<file path="config.mk">
export PLATFORM = sky130hd
export DESIGN_NAME = pmc_power_ctrl
export DESIGN_NICKNAME = d
export VERILOG_FILES = /design/src/rtl/pmc_pkg.sv /design/src/rtl/pmc_irq_detect.sv /design/src/rtl/pmc_ctrl_reg.sv /design/src/rtl/pmc_fsm.sv /design/src/rtl/pmc_power_ctrl.sv
export SDC_FILE = /design/constraint.sdc
export NUM_CORES = 1
export LEC_CHECK = 0
export CELL_PAD_IN_SITES_DETAIL_PLACEMENT = 1
export CELL_PAD_IN_SITES_GLOBAL_PLACEMENT = 1
export CORE_AREA = 4 4 41 43
export CTS_CLUSTER_SIZE = 16
export DETAILED_ROUTE_END_ITERATION = 12
export DIE_AREA = 0 0 45 47
export DONT_BUFFER_PORTS = 1
export PLACE_DENSITY_LB_ADDON = 0.1
export REMOVE_ABC_BUFFERS = 1
export SYNTH_ARGS = -nofsm -noshare
export SYNTH_HDL_FRONTEND = slang
export SYNTH_SLANG_ARGS = --single-unit
</file>
<file path="constraint.sdc">
create_clock -name clk_i -period 1.5 [get_ports clk_i]
set_input_delay 0.075 -clock clk_i [delete_from_list [all_inputs] [get_ports clk_i]]
set_output_delay 0.075 -clock clk_i [all_outputs]
set_load 0.1 [all_outputs]
</file>
<file path="src/rtl/pmc_pkg.sv">
package pmc_pkg;
  localparam int unsigned PCON_W   = 8;
  localparam int unsigned IDLE_POS = 0;
  localparam int unsigned STOP_POS = 1;

  typedef enum logic [1:0] {
    PM_RUN  = 2'd0,
    PM_IDLE = 2'd1,
    PM_STOP = 2'd2
  } pm_state_e;
endpackage

</file>
<file path="src/rtl/pmc_irq_detect.sv">
module pmc_irq_detect #(
  parameter int unsigned N_IRQ = 4
) (
  input  logic [N_IRQ-1:0] pend_i,
  input  logic [N_IRQ-1:0] en_i,
  output logic             hit_o
);
  logic [N_IRQ-1:0] live;

  genvar g;
  generate
    for (g = 0; g < N_IRQ; g++) begin : g_line
      assign live[g] = pend_i[g] & en_i[g];
    end
  endgenerate

  assign hit_o = |live;
endmodule

</file>
<file path="src/rtl/pmc_ctrl_reg.sv">
module pmc_ctrl_reg
  import pmc_pkg::*;
(
  input  logic              clk_i,
  input  logic              rst_n_i,
  input  logic              wr_i,
  input  logic [PCON_W-1:0] wdata_i,
  input  logic              irq_hit_i,
  input  logic              rst_strobe_i,
  output logic              idle_q_o,
  output logic              stop_q_o,
  output logic              idle_nxt_o,
  output logic              stop_nxt_o,
  output logic [PCON_W-1:0] rdata_o
);
  logic idle_q, stop_q;
  logic idle_d, stop_d;
  logic set_stop, set_idle;

  assign set_stop = wr_i & wdata_i[STOP_POS];
  assign set_idle = wr_i & wdata_i[IDLE_POS] & ~wdata_i[STOP_POS];

  always_comb begin
    idle_d = idle_q;
    stop_d = stop_q;
    if (rst_strobe_i) begin
      idle_d = 1'b0;
      stop_d = 1'b0;
    end else begin
      if (set_stop) begin
        stop_d = 1'b1;
        idle_d = 1'b0;
      end else if (set_idle && !stop_q) begin
        idle_d = 1'b1;
      end
      if (irq_hit_i && !stop_q) begin
        idle_d = 1'b0;
      end
    end
  end

  always_ff @(posedge clk_i or negedge rst_n_i) begin
    if (!rst_n_i) begin
      idle_q <= 1'b0;
      stop_q <= 1'b0;
    end else begin
      idle_q <= idle_d;
      stop_q <= stop_d;
    end
  end

  assign idle_q_o   = idle_q;
  assign stop_q_o   = stop_q;
  assign idle_nxt_o = idle_d;
  assign stop_nxt_o = stop_d;

  always_comb begin
    rdata_o           = '0;
    rdata_o[IDLE_POS] = idle_q;
    rdata_o[STOP_POS] = stop_q;
  end


  irq_clears_idle_chk: assert property (@(posedge clk_i) disable iff (!rst_n_i)
    (irq_hit_i && !stop_q) |=> !idle_q);


  stop_set_wins_chk: assert property (@(posedge clk_i) disable iff (!rst_n_i)
    (wr_i && wdata_i[STOP_POS] && !rst_strobe_i) |=> (stop_q && !idle_q));


  strobe_clears_bits_chk: assert property (@(posedge clk_i) disable iff (!rst_n_i)
    rst_strobe_i |=> (!idle_q && !stop_q));
endmodule

</file>
<file path="src/rtl/pmc_fsm.sv">
module pmc_fsm
  import pmc_pkg::*;
(
  input  logic clk_i,
  input  logic rst_n_i,
  input  logic instr_done_i,
  input  logic idle_nxt_i,
  input  logic stop_nxt_i,
  input  logic irq_hit_i,
  input  logic rst_strobe_i,
  output logic cpu_en_o,
  output logic periph_en_o,
  output logic osc_en_o,
  output logic wake_o,
  output logic restart_o
);
  pm_state_e state_q, state_d;
  logic      wake_q, wake_d;
  logic      restart_q, restart_d;

  always_comb begin
    state_d   = state_q;
    wake_d    = 1'b0;
    restart_d = rst_strobe_i;
    if (rst_strobe_i) begin
      state_d = PM_RUN;
    end else begin
      unique case (state_q)
        PM_RUN: begin
          if (instr_done_i && stop_nxt_i)      state_d = PM_STOP;
          else if (instr_done_i && idle_nxt_i) state_d = PM_IDLE;
        end
        PM_IDLE: begin
          if (irq_hit_i) begin
            state_d = PM_RUN;
            wake_d  = 1'b1;
          end
        end
        PM_STOP: state_d = PM_STOP;
        default: state_d = PM_RUN;
      endcase
    end
  end

  always_ff @(posedge clk_i or negedge rst_n_i) begin
    if (!rst_n_i) begin
      state_q   <= PM_RUN;
      wake_q    <= 1'b0;
      restart_q <= 1'b0;
    end else begin
      state_q   <= state_d;
      wake_q    <= wake_d;
      restart_q <= restart_d;
    end
  end

  assign cpu_en_o    = (state_q == PM_RUN);
  assign periph_en_o = (state_q != PM_STOP);
  assign osc_en_o    = (state_q != PM_STOP);
  assign wake_o      = wake_q;
  assign restart_o   = restart_q;


  idle_wakes_chk: assert property (@(posedge clk_i) disable iff (!rst_n_i)
    (state_q == PM_IDLE && irq_hit_i) |=> (state_q == PM_RUN));


  wake_single_chk: assert property (@(posedge clk_i) disable iff (!rst_n_i)
    wake_q |=> !wake_q);


  stop_holds_chk: assert property (@(posedge clk_i) disable iff (!rst_n_i)
    (state_q == PM_STOP && !rst_strobe_i) |=> (state_q == PM_STOP));


  stop_entry_chk: assert property (@(posedge clk_i) disable iff (!rst_n_i)
    (state_q == PM_RUN && instr_done_i && stop_nxt_i && !rst_strobe_i)
      |=> (state_q == PM_STOP));


  strobe_run_chk: assert property (@(posedge clk_i) disable iff (!rst_n_i)
    rst_strobe_i |=> (state_q == PM_RUN && restart_q && !wake_q));


  no_early_idle_chk: assert property (@(posedge clk_i) disable iff (!rst_n_i)
    (state_q == PM_RUN && !instr_done_i) |=> (state_q == PM_RUN));
endmodule

</file>
<file path="src/rtl/pmc_power_ctrl.sv">
module pmc_power_ctrl
  import pmc_pkg::*;
#(
  parameter int unsigned N_IRQ = 4
) (
  input  logic              clk_i,
  input  logic              rst_n_i,
  input  logic              pcon_wr_i,
  input  logic [PCON_W-1:0] pcon_wdata_i,
  output logic [PCON_W-1:0] pcon_rdata_o,
  input  logic              instr_done_i,
  input  logic [N_IRQ-1:0]  irq_pend_i,
  input  logic [N_IRQ-1:0]  irq_en_i,
  input  logic              wdt_rst_i,
  input  logic              ext_rst_i,
  output logic              cpu_clk_en_o,
  output logic              periph_clk_en_o,
  output logic              osc_en_o,
  output logic              mcd_en_o,
  output logic              wake_o,
  output logic              restart_o
);
  logic [1:0] rst_sync_q;
  logic       rst_n;
  logic       irq_hit;
  logic       rst_strobe;
  logic       idle_q, stop_q, idle_nxt, stop_nxt;

  always_ff @(posedge clk_i or negedge rst_n_i) begin
    if (!rst_n_i) rst_sync_q <= 2'b00;
    else          rst_sync_q <= {rst_sync_q[0], 1'b1};
  end
  assign rst_n = rst_sync_q[1];

  assign rst_strobe = wdt_rst_i | ext_rst_i;

  pmc_irq_detect #(.N_IRQ(N_IRQ)) u_irq (
    .pend_i (irq_pend_i),
    .en_i   (irq_en_i),
    .hit_o  (irq_hit)
  );

  pmc_ctrl_reg u_reg (
    .clk_i        (clk_i),
    .rst_n_i      (rst_n),
    .wr_i         (pcon_wr_i),
    .wdata_i      (pcon_wdata_i),
    .irq_hit_i    (irq_hit),
    .rst_strobe_i (rst_strobe),
    .idle_q_o     (idle_q),
    .stop_q_o     (stop_q),
    .idle_nxt_o   (idle_nxt),
    .stop_nxt_o   (stop_nxt),
    .rdata_o      (pcon_rdata_o)
  );

  pmc_fsm u_fsm (
    .clk_i        (clk_i),
    .rst_n_i      (rst_n),
    .instr_done_i (instr_done_i),
    .idle_nxt_i   (idle_nxt),
    .stop_nxt_i   (stop_nxt),
    .irq_hit_i    (irq_hit),
    .rst_strobe_i (rst_strobe),
    .cpu_en_o     (cpu_clk_en_o),
    .periph_en_o  (periph_clk_en_o),
    .osc_en_o     (osc_en_o),
    .wake_o       (wake_o),
    .restart_o    (restart_o)
  );

  assign mcd_en_o = 1'b1;


  idle_keeps_periph_chk: assert property (@(posedge clk_i) disable iff (!rst_n)
    (idle_q && !cpu_clk_en_o) |-> (periph_clk_en_o && osc_en_o));


  stop_gates_all_chk: assert property (@(posedge clk_i) disable iff (!rst_n)
    (!osc_en_o) |-> (stop_q && !cpu_clk_en_o && !periph_clk_en_o));
endmodule

</file>
Word-level counts from Yosys, hierarchy flattened:

Index checks and enable logic that the tools add are counted.

* eq/ne operators: 5
* multiplexer cells: 14
* bitwise logic cells: 9
* reductions and logical operators: 8

Operators with widths (count)
* two-way mux 1 bit: 9
* two-way mux 2 bit: 4
* bitwise AND 1 bit: 7
* one-hot mux 2 bit (3 select lines): 1
* logical AND 1 bit: 4
* != test 4 x 1 -> 1 bit (second input constant): 1
* OR reduction 4 bit: 1
* != test 3 x 1 -> 1 bit (second input constant): 1
* equality test 2 x 1 -> 1 bit (second input constant): 1
* equality test 2 bit (second input constant): 1
* logical NOT 2 bit: 1
* != test 2 bit (second input constant): 1
* AND reduction 2 bit: 1
* logical NOT 1 bit: 1
* inverter 1 bit: 1
* OR 1 bit: 1

* bits in registers: 8
* output and inout port bits: 14
* word-level logic and storage cells: 42

Longest topological paths before layout:

* depth in word-level cells: 12
* mapped depth: 5
* mapped depth without buffers: 4

By module:

A second synthesis with hierarchy kept.

* cell total of the unflattened synthesis: 40
* area total of the unflattened synthesis: 440.4 um2

By module, submodules not included
* pmc_ctrl_reg: instances 1, cells each 18, area an instance 187.7 um2, seq. area each 50.0 um2
* pmc_fsm: instances 1, cells each 14, area an instance 166.4 um2, seq. area each 100.1 um2
* pmc_power_ctrl: instances 1, cells each 5, area an instance 67.6 um2, seq. area each 50.0 um2
* pmc_irq_detect: instances 1, cells each 3, area an instance 18.8 um2, seq. area each 0.0 um2

Worst setup path before layout:

OpenSTA, ideal clock, no wires.

* path type: flip-flop to output port
* start: register u_fsm.state_q[0]
* end: output port cpu_clk_en_o
* data arrival time: 1.658 ns
* data required time: 1.425 ns
* slack: -0.233 ns
* cell stages (with the launch flop): 2
* path buffers: 0
* cell sequence: dfrtp_1 nor2_1

* longest elaborated chain between the ends: 1

RTL lines
* start, declared: RTL line pmc_fsm.sv:17 `pm_state_e state_q, state_d;`
* start signal, assigned: RTL line pmc_fsm.sv:51 `state_q <= state_d;`
* logical NOT 2 bit: RTL line pmc_fsm.sv:57 `assign cpu_en_o = (state_q == PM_RUN);`
* end, declared: RTL line pmc_power_ctrl.sv:16 `output logic cpu_clk_en_o,`

Every way passes these cells.

Worst setup path in the final report:

* start: register u_fsm.state_q[0]
* end: output port periph_clk_en_o

* longest elaborated chain between the ends: 1

RTL lines
* != test 2 bit
* end, declared: RTL line pmc_power_ctrl.sv:17 `output logic periph_clk_en_o,`

Every way passes these cells.

==> results.md <==
- Xor/xnor share of the synthesized area: 0%
- Crit path DAT: approximately 1100 ps
- CTS tree: built
- Post-detail-place hpwl: a little under 700 um
- WHS: about 23 ps
- Worst Setup EP: periph_clk_en_o
- PwrDens: ~1100 nW/um2
- Maxcap violations: 0
- Slew Viols, Final: 0
- IO Count: 36
- Pint: about 0.00033 W
- R2r setup slk: between 400 and 500 ps
- GPL Wtd Cong: just over 0.7
- Antenna viol nets, final: 0
- Minimum clock period: approximately 1200 ps
- Worst r2r path cells: 3
- PortBufs: 0
- Cts bufs inserted: 3
- Sw frac: 36.0%
- Worst-path clk slew: 50 ps
- Starting Density: 32.8%
- RSZ-0062 raised after global routing: no
- H-tree Lvls: 1
- Die height: 47 um
- Die ar.: between 2000 and 2500 um2
- Antenna diode count: 0
- Simple-gate portion of the synthesized area: between 10% and 20%
- Crit path required time: roughly 1400 ps
- Worst Setup SP: u_fsm.state_q[0]
- Crit Reg-Reg Endpoint: u_fsm.state_q[0]
- Warnings from Yosys: 0
- Total number of vias: 295
- WS Path Type: reg2out
- Outcome: finished, final reports clean
- Synthesized area per cell: between 10 and 15 um2
- Worst Setup End Kind: output port
- Seq cells post-synth: 8
- CP Launch Type: flip-flop
- DRT iter0 DRCs: 0
- Area fraction in compound gates after synthesis: 17.0%
- Finished Core Util: a little under two fifths
- Root Buffer: clkbuf_4
- Top achievable clock speed: approximately 0.85 GHz
- Cell variety after synth: 17
- Routed WL: roughly 780 um
- Largest net degree at the start of global routing: 7
- Layout cells sized above 1: 34.0%
- CTS Buffer Depth: 2
- Synthesis-to-layout area growth: 15.5%
- Clk sinks: 8
- Remaining Overflow, GRT: 0
- Mapped cell area: 427 um2
- Fill cell count: 156
- Syn Inst Count: between 40 and 50
- Peak supply drop: 0.000687 V
- Worst r2r src: u_reg.stop_q_o
- Avg WL per Cell: approximately 13 um
- First-pass GRT wire length: between 1000 and 1500 um
- Critical Path Fanout Max: 6
- Largest family of logic cells by synthesized area: buffers and inverters
- Period utilisation layout: around four fifths
- Comb power frac: 27.0%
- Drt via density: about 4.8
- Multiplexer share of the synthesized area: 0%
- Dpl ws: 388 ps
- Worst Setup Slack, final: 324 ps
- Sequential share of power: a little over two fifths
- NetSw: 0.000188 W
- PostCTS Resize Cnt: 0
- Clock share of power: ~29%
- Initial antenna violation count: 0
- Drt drc: 0
- Final Hold Vio Count: 0
- # rows: 13
- Sequential area share after synthesis: between 40% and 50%
- GRT Total Usage: roughly 8.6%
- Clock skew: around 6.5 ps
- Setup-failing EPs final: 0
- Worst-Skew Late Latency: between 200 and 250 ps
- Final Net Count: just over 70
- Hold Path Class: in2reg
- First-pass iteration count of the detailed router: 1
- Die width: between 40 and 50 um
- Vias in the first global route: ~270
- Synth Area in Adders: 0%
- Static Leakage: ~0.23 nW
- Area of the core: between 1000 and 1500 um2
[cells in the final DEF, fill, tap and decap left out, drive strengths merged]
cell type	netlist	layout
conb	2	8
dfrtp	8	8
buf	11	6
nor2	6	6
nand2	3	3
clkbuf	0	3
a21oi	2	2
dlygate4sd3	0	2
or2	1	1
nand2b	1	1
a22o	1	1
a221oi	1	1
o221ai	1	1
nor3	1	1
nand3b	1	1
nand3	1	1
o31ai	1	1
[synthesized netlist by cell type, drive strengths merged]
cell type,count,area [um2]
nand2b,1,6.26
a22o,1,8.76
nand2,3,11.3
buf,11,80.1
conb,2,7.51
nand3b,1,7.51
dfrtp,8,200
nand3,1,5.00
o221ai,1,15.0
or2,1,6.26
a21oi,2,10.0
o31ai,1,12.5
nor3,1,5.00
nor2,6,25.0
a221oi,1,26.3
[worst max-delay path, cell delays in order, from the launching register on]
cell	delay, ps
dfrtp_1	430
nand2b_2	220
buf_12	200
[stage by stage]
stage / instances / area [um2] / setup TNS [ps] / power (W)
after CTS: 62 / 493 / 0 / 0.000532
after detailed placement: 57 / 450 / 0 / 0.000368
after global routing: 62 / 493 / 0 / 0.000552
after global placement: 57 / 450 / 0 / 0.000367
after floorplan: 36 / 369 / -1150 / 0.000355
final: 62 / 493 / 0 / 0.000521
[kinds of logic (layout without fill, tap and decap cells)]
kind of cell,count (synthesis),after routing
AND/OR/NAND/NOR,14,14
buffers and inverters,11,11
flip-flops,8,8
AO/OA/AOI/OAI,6,6
other,2,8
[registers in the layout (all words and copies together) (netlist names)]
name / cells
u_fsm.restart_o: 1
rst_sync_q: 2
u_fsm.wake_o: 1
u_reg.idle_q_o: 1
u_reg.stop_q_o: 1
u_fsm.state_q: 2
[timing repair]
action	in CTS	in global routing
hold buffers	2	0
endpoints found under the setup margin	0	0
endpoints found under the hold margin	3	0
buffers inserted	0	0
[routing by layer]
| layer | track usage [%] | part of all wire (%) |
|---|---|---|
| met5 | 0 | 0 |
| met4 | 5.26 | 1.1 |
| met3 | 6.13 | 15 |
| met2 | 14.4 | 55 |
| met1 | 7.29 | 29 |
[layout make-up]
cell class	count	area (um2)	area share, %
sequential	8	200	40.6
multi-input combinational	28	174	35.3
timing repair buffer	8	77.6	15.7
clock buffer	3	22.5	4.57
tap	15	18.8	3.81
[power groups by stage]
stage	registers [W]	logic, W	clock network, W
finish	0.000228	0.000141	0.000152
global route	0.000229	0.000145	0.000177
CTS	0.000228	0.000141	0.000162
detailed placement	0.000232	0.000136	0
global placement	0.000231	0.000136	0
floorplan	0.000250	0.000105	0
[worst min path at each step]
| stage | to | depth (start not counted) | slack, ps | from |
|---|---|---|---|---|
| 2_1_floorplan | rst_sync_q[0] | 0 | -220 | rst_n_i |
| 3_3_place_gp | rst_sync_q[1] | 0 | -220 | rst_n_i |
| 3_5_place_dp | rst_sync_q[1] | 0 | -220 | rst_n_i |
| 4_1_cts | u_fsm.restart_o | 1 | 20 | wdt_rst_i |
| 5_1_grt | u_fsm.restart_o | 1 | 20 | wdt_rst_i |
| 6_report | u_fsm.restart_o | 1 | 20 | wdt_rst_i |
Power figures use the tool's default switching activity.
